<file path="src/rtl/regspace_decoder.sv">
module regspace_decoder #(
  parameter int ADDR_W = 8,
  parameter int DATA_W = 8
) (
  input  logic              clk,
  input  logic              rst_n,
  input  logic [ADDR_W-1:0] req_addr,
  input  logic              req_ind,
  input  logic              req_rd,
  input  logic              req_wr,
  input  logic [DATA_W-1:0] req_wdata,
  output logic              rd_valid,
  output logic [DATA_W-1:0] rd_data,
  output logic              rd_unmapped,
  output logic [ADDR_W-1:0] sfr_addr,
  output logic              sfr_rd,
  output logic              sfr_wr,
  output logic [DATA_W-1:0] sfr_wdata,
  input  logic [DATA_W-1:0] sfr_rdata,
  input  logic              sfr_hit
);
  localparam int DEPTH = 1 << ADDR_W;

  logic [DATA_W-1:0] mem [DEPTH];
  logic [DATA_W-1:0] ram_q;

  wire to_sfr  = req_addr[ADDR_W-1] & ~req_ind;
  wire do_wr   = req_wr;
  wire do_rd   = req_rd & ~req_wr;

  always_ff @(posedge clk) begin
    if (rst_n && do_wr && !to_sfr) mem[req_addr] <= req_wdata;
    if (do_rd && !to_sfr) ram_q <= mem[req_addr];
  end

  always_ff @(posedge clk or negedge rst_n) begin
    if (!rst_n) begin
      rd_valid  <= 1'b0;
      sfr_rd    <= 1'b0;
      sfr_wr    <= 1'b0;
      sfr_addr  <= '0;
      sfr_wdata <= '0;
    end else begin
      rd_valid <= do_rd;
      sfr_rd   <= do_rd & to_sfr;
      sfr_wr   <= do_wr & to_sfr;
      if (to_sfr && (do_rd || do_wr)) begin
        sfr_addr  <= req_addr;
        sfr_wdata <= req_wdata;
      end
    end
  end

  assign rd_unmapped = sfr_rd & ~sfr_hit;
  assign rd_data = !rd_valid ? '0 :
                   sfr_rd    ? (sfr_hit ? sfr_rdata : '0) :
                               ram_q;
endmodule

</file>
<file path="config.mk">
export PLATFORM = sky130hd
export DESIGN_NAME = regspace_decoder
export DESIGN_NICKNAME = d
export VERILOG_FILES = /design/src/rtl/regspace_decoder.sv
export SDC_FILE = /design/constraint.sdc
export NUM_CORES = 2
export LEC_CHECK = 0
export ABC_AREA = 1
export BUFFER_PORTS_ARGS = -buffer_cell sky130_fd_sc_hd__buf_2
export CORE_ASPECT_RATIO = 0.6
export CORE_MARGIN = 1.5
export CORE_UTILIZATION = 50
export DETAILED_ROUTE_END_ITERATION = 8
export PLACE_DENSITY = 0.65
export SLEW_MARGIN = 20
export SYNTH_ARGS = -nofsm -noshare
export SYNTH_HDL_FRONTEND = slang
export SYNTH_SLANG_ARGS = --single-unit
</file>
<file path="constraint.sdc">
create_clock -name clk -period 3.8 [get_ports clk]
set_input_delay 0.76 -clock clk [delete_from_list [all_inputs] [get_ports clk]]
set_output_delay 0.76 -clock clk [all_outputs]
set_load 0.02 [all_outputs]
</file>
### Word-level counts from Yosys, hierarchy flattened

Memory sizes are Yosys's and may differ from the RTL's. A register that Yosys moved wholly into a read port is not among the register bits.
Index checks and enable logic that the tools add are counted.

* add/subtract/negate cells: 0
* muxes and demuxes: 5
* eq/ne operators: 0
* shift operators: 0
* reductions and logical operators: 6
* $mul: 0
* order comparisons: 0
* bitwise gates (word level): 8
* div/mod/pow operators: 0

Operators by type and width (count)
* 8-bit 2-to-1 mux: 3
* 1-bit bitwise AND: 5
* 1-bit logical AND: 4
* 1-bit NOT: 3
* 1-bit 2-to-1 mux: 2
* 1-bit logical NOT: 1
* 1-bit logical OR: 1

* bits in writable memories: 2048
* memories: 1
* latch bits: 0
* output and inout port bits: 28
* register bits: 19
* logic and storage cells: 25
* memory bits (read-only): 0

Memories
* mem: words 256, bits a word 8, rd ports 1, clocked after Yosys merged registers in 1, write ports 1, line 24 `logic [DATA_W-1:0] mem [DEPTH];`

### Depth between registers and ports, before layout

* word-level depth: 6
* gate-level depth with buffers: 17
* gate-level depth less buffers: 13

### Least setup slack after synthesis

OpenSTA, ideal clock, no wires.

* path kind: in2reg
* start: input req_addr[1]
* end: memory mem[100][0], enable pin
* required time: 3.430 ns
* path slack: 1.097 ns
* buffers on the path: 4
* cell stages on the path: 7
* data arrival time: 2.332 ns
* path through: buf_2 -> inv_2 -> buf_2 -> buf_1 -> nand4_1 -> clkbuf_1 -> nor2_1

RTL lines
* start, declared: line 7 `input logic [ADDR_W-1:0] req_addr,`
* end, declared: line 24

Straight into the memory's write port.

### Worst setup path in the final report

* start: input rst_n
* end: memory mem[158][6], enable pin

* cells in the longest elaborated chain, start to end: 4

Ends and longest elaborated chain
* start, declared: line 6 `input logic rst_n,`
* 1-bit logical AND (2 in a row): line 32 `if (rst_n && do_wr && !to_sfr) mem[req_addr] <= req_wdata;`
* 1-bit 2-to-1 mux: line 32
* 1-bit 2-to-1 mux (implied by the code): line 32

Every way passes these cells.

==> flow_summary.json <==
{
  "outcome": "finished, final reports clean",
  "synthesis.nets": 8100,
  "overflow": 0,
  "clockBufferDepth": 4,
  "power.total_mw": 46.4,
  "clockRootBuffer": "clkbuf_16",
  "cp_max_fo": 20,
  "syn_to_final_growth_pct": 13.6,
  "synth_top_area_cell": "edfxtp_1",
  "synth_area_mm2": 0.0855,
  "crit_type": "primary input to flop",
  "design_area_mm2": 0.0971,
  "fp.dieH_um": 323,
  "avgViaCountPerCell": 5.44,
  "track_usage": 0.273,
  "gp_congestion": 0.886,
  "end_kind": "flop",
  "placed_area_mm2": 0.0914,
  "rsz0062_at_grt": "no",
  "min-delay-path-class": "primary input to flop",
  "drv_cap": 0,
  "finalHoldViolCount": 0,
  "route.vias.total": 58500,
  "wl_um": 237000,
  "clock_latency_ps": 830,
  "slew_viol_final": 0,
  "finalSetupViolCount": 0,
  "row_count": 117,
  "grt_start_max_net_pins": 119,
  "crit_chain": "dlygate4sd3_1 -> buf_2 -> nand2_1 -> nor2_1 -> buf_4 -> nand3_2 -> nor2_1 -> buf_4",
  "boundaryPins": 58,
  "dr.pass1.iters": 6,
  "dpl.cell_count": 10400,
  "synth_cell_types": 18,
  "top_layer": "met5",
  "grt_pass1_wl_um": 352000,
  "synth_most_common_cell": "nand2_1",
  "antenna_found_initial": 6,
  "fillCellCount": 13900,
  "final_nets": 8382,
  "coreArea_mm2": 0.170,
  "place_ws_ps": 68.3,
  "hold_slack_ps": 145,
  "cp_top_family": "simple AND/OR/NAND/NOR gates",
  "period_share": 0.864,
  "ant_nets": 0,
  "critPathRequiredTime_ps": 4320,
  "die_area_mm2": 0.174,
  "leakage_nw": 39.0,
  "critPathMaxStageDelay_ps": 710,
  "wl_met2_um": 102000,
  "startpoint_type": "primary input",
  "synth_seq_cells": 2075,
  "yosys_warnings": 0,
  "wl_met1_um": 104000,
  "clock.fmax_mhz": 305,
  "cts_tree": "done",
  "ir_drop_mv": 0.458,
  "drive_gt1_frac": 0.0924,
  "synthArstFlopShare": 0.00916,
  "max_slew_margin": 0.232,
  "yosys-top-cells-area": "edfxtp_1, nand2_1, nor2_1, nand3_1, clkbuf_1",
  "critPathBufInv": 4,
  "clock_skew_ps": 51.2,
  "final_util": 0.572,
  "grt_pass1_vias": 54500,
  "drc": 0,
  "clk_pin_slew_ps": 70,
  "port_buffers": 57,
  "wl_met3_um": 27200,
  "syn_inst": 8070,
  "synth_top_area_share": 0.722,
  "ys_seq_area_frac": 0.728,
  "fin_ws_ps": 517,
  "die_x_um": 537,
  "wl_per_cell_um": 22.1,
  "h-tree-depth": 4,
  "synth_edf_count": 2056,
  "initialDrtViolationCount": 7958,
  "fin_setup_tns_ps": 0,
  "worstMarginPinSlew_ps": 1150,
  "fin_crit_ps": 3280,
  "postCtsSetupBuffers": 0,
  "synth_ff_type": "edfxtp_1",
  "clock_sinks": 2075,
  "synth_common_cells": "nand2_1, edfxtp_1, nor2_1",
  "initial_core_util": 0.504,
  "hpwl_um": 143000,
  "final_cell_count_no_fill": 10700,
  "cts_buffers": 188,
  "crit_arrival_ps": 3800,
  "power.density_mw_per_mm2": 478,
  "diodes": 0,
  "syn_area_per_cell_um2": 10.6,
  "cpMaxStageDelayCell": "nand3_2"
}
-- repair_timing --
| item | in CTS | in global routing |
|---|---|---|
| gates resized for setup | 0 | 0 |
| endpoints found under the hold margin | 19 | 0 |
| hold buffers | 1 | 0 |
-- area by class of cell --
type                            count  area (um2)  share of cell area
Clock buffer                      240        4960              0.0511
Clock inverter                     82         712             0.00733
Inverter                           21         101             0.00104
Multi-Input combinational cell   5551       21500               0.222
Sequential cell                  2075       62200               0.641
Tap cell                         2261        2830              0.0291
Timing Repair Buffer              515        4740              0.0488
-- flip-flops by register name, indices dropped and copies added, names as in the netlist --
name	flops
sfr_wr	1
ram_q	8
mem	2048
sfr_addr	8
sfr_wdata	8
sfr_rd	1
rd_valid	1
-- cells by family after synthesis --
family          after synthesis  share of synthesized area
compound gates              208                     0.0122
buf+inv                     444                     0.0216
flops                      2075                      0.728
mux                           8                    0.00105
simple gates               5335                      0.237
-- final timing paths --
check	startpoint	slack, ps	depth (start not counted)	end
worst max-delay path	rst_n	520	8	mem[158][6]$_DFFE_PP_
worst min-delay path	req_wr	150	2	rd_valid$_DFF_PN0_
worst max register to register	mem[135][7]$_DFFE_PP_	1360	12	ram_q[7]$_DFFE_PP_
worst min register to register	sfr_addr[7]$_DFFE_PN0P_	470	2	sfr_addr[7]$_DFFE_PN0P_
max in group asynchronous	rst_n	3080	2	sfr_wdata[1]$_DFFE_PN0P_
min in group asynchronous	rst_n	410	2	rd_valid$_DFF_PN0_
-- report_power, final --
group | leakage [nW] | switching (mW) | total (mW) | internal, mW
logic | 17.5 | 2.20 | 2.93 | 0.729
clock network | 2.78 | 8.21 | 18.3 | 10.1
registers | 18.7 | 0.0292 | 25.2 | 25.2
-- metal layers --
| layer | global-route usage | vias to the layer above |
|---|---|---|
| met1 | 0.418 | 28200 |
| met2 | 0.400 | 2919 |
| met3 | 0.0597 | 297 |
| li1 | - | 27100 |
| met4 | 0.0568 | 2 |
| met5 | 0 | - |
-- placed cells by master, fill, tap and decap left out, drive strengths merged --
| master | instances |
|---|---|
| bufinv | 13 |
| mux2 | 8 |
| clkinvlp | 3 |
| o21ai | 168 |
| nand2 | 4773 |
| dfrtp | 19 |
| nand3 | 204 |
| dlygate4sd3 | 1 |
| clkinv | 64 |
| nor3 | 2 |
| buf | 514 |
| clkbuf | 240 |
| nand4 | 4 |
| inv | 23 |
| nor2 | 352 |
| edfxtp | 2056 |
| a21oi | 40 |
Note: power is estimated with default switching activity, not from simulation.
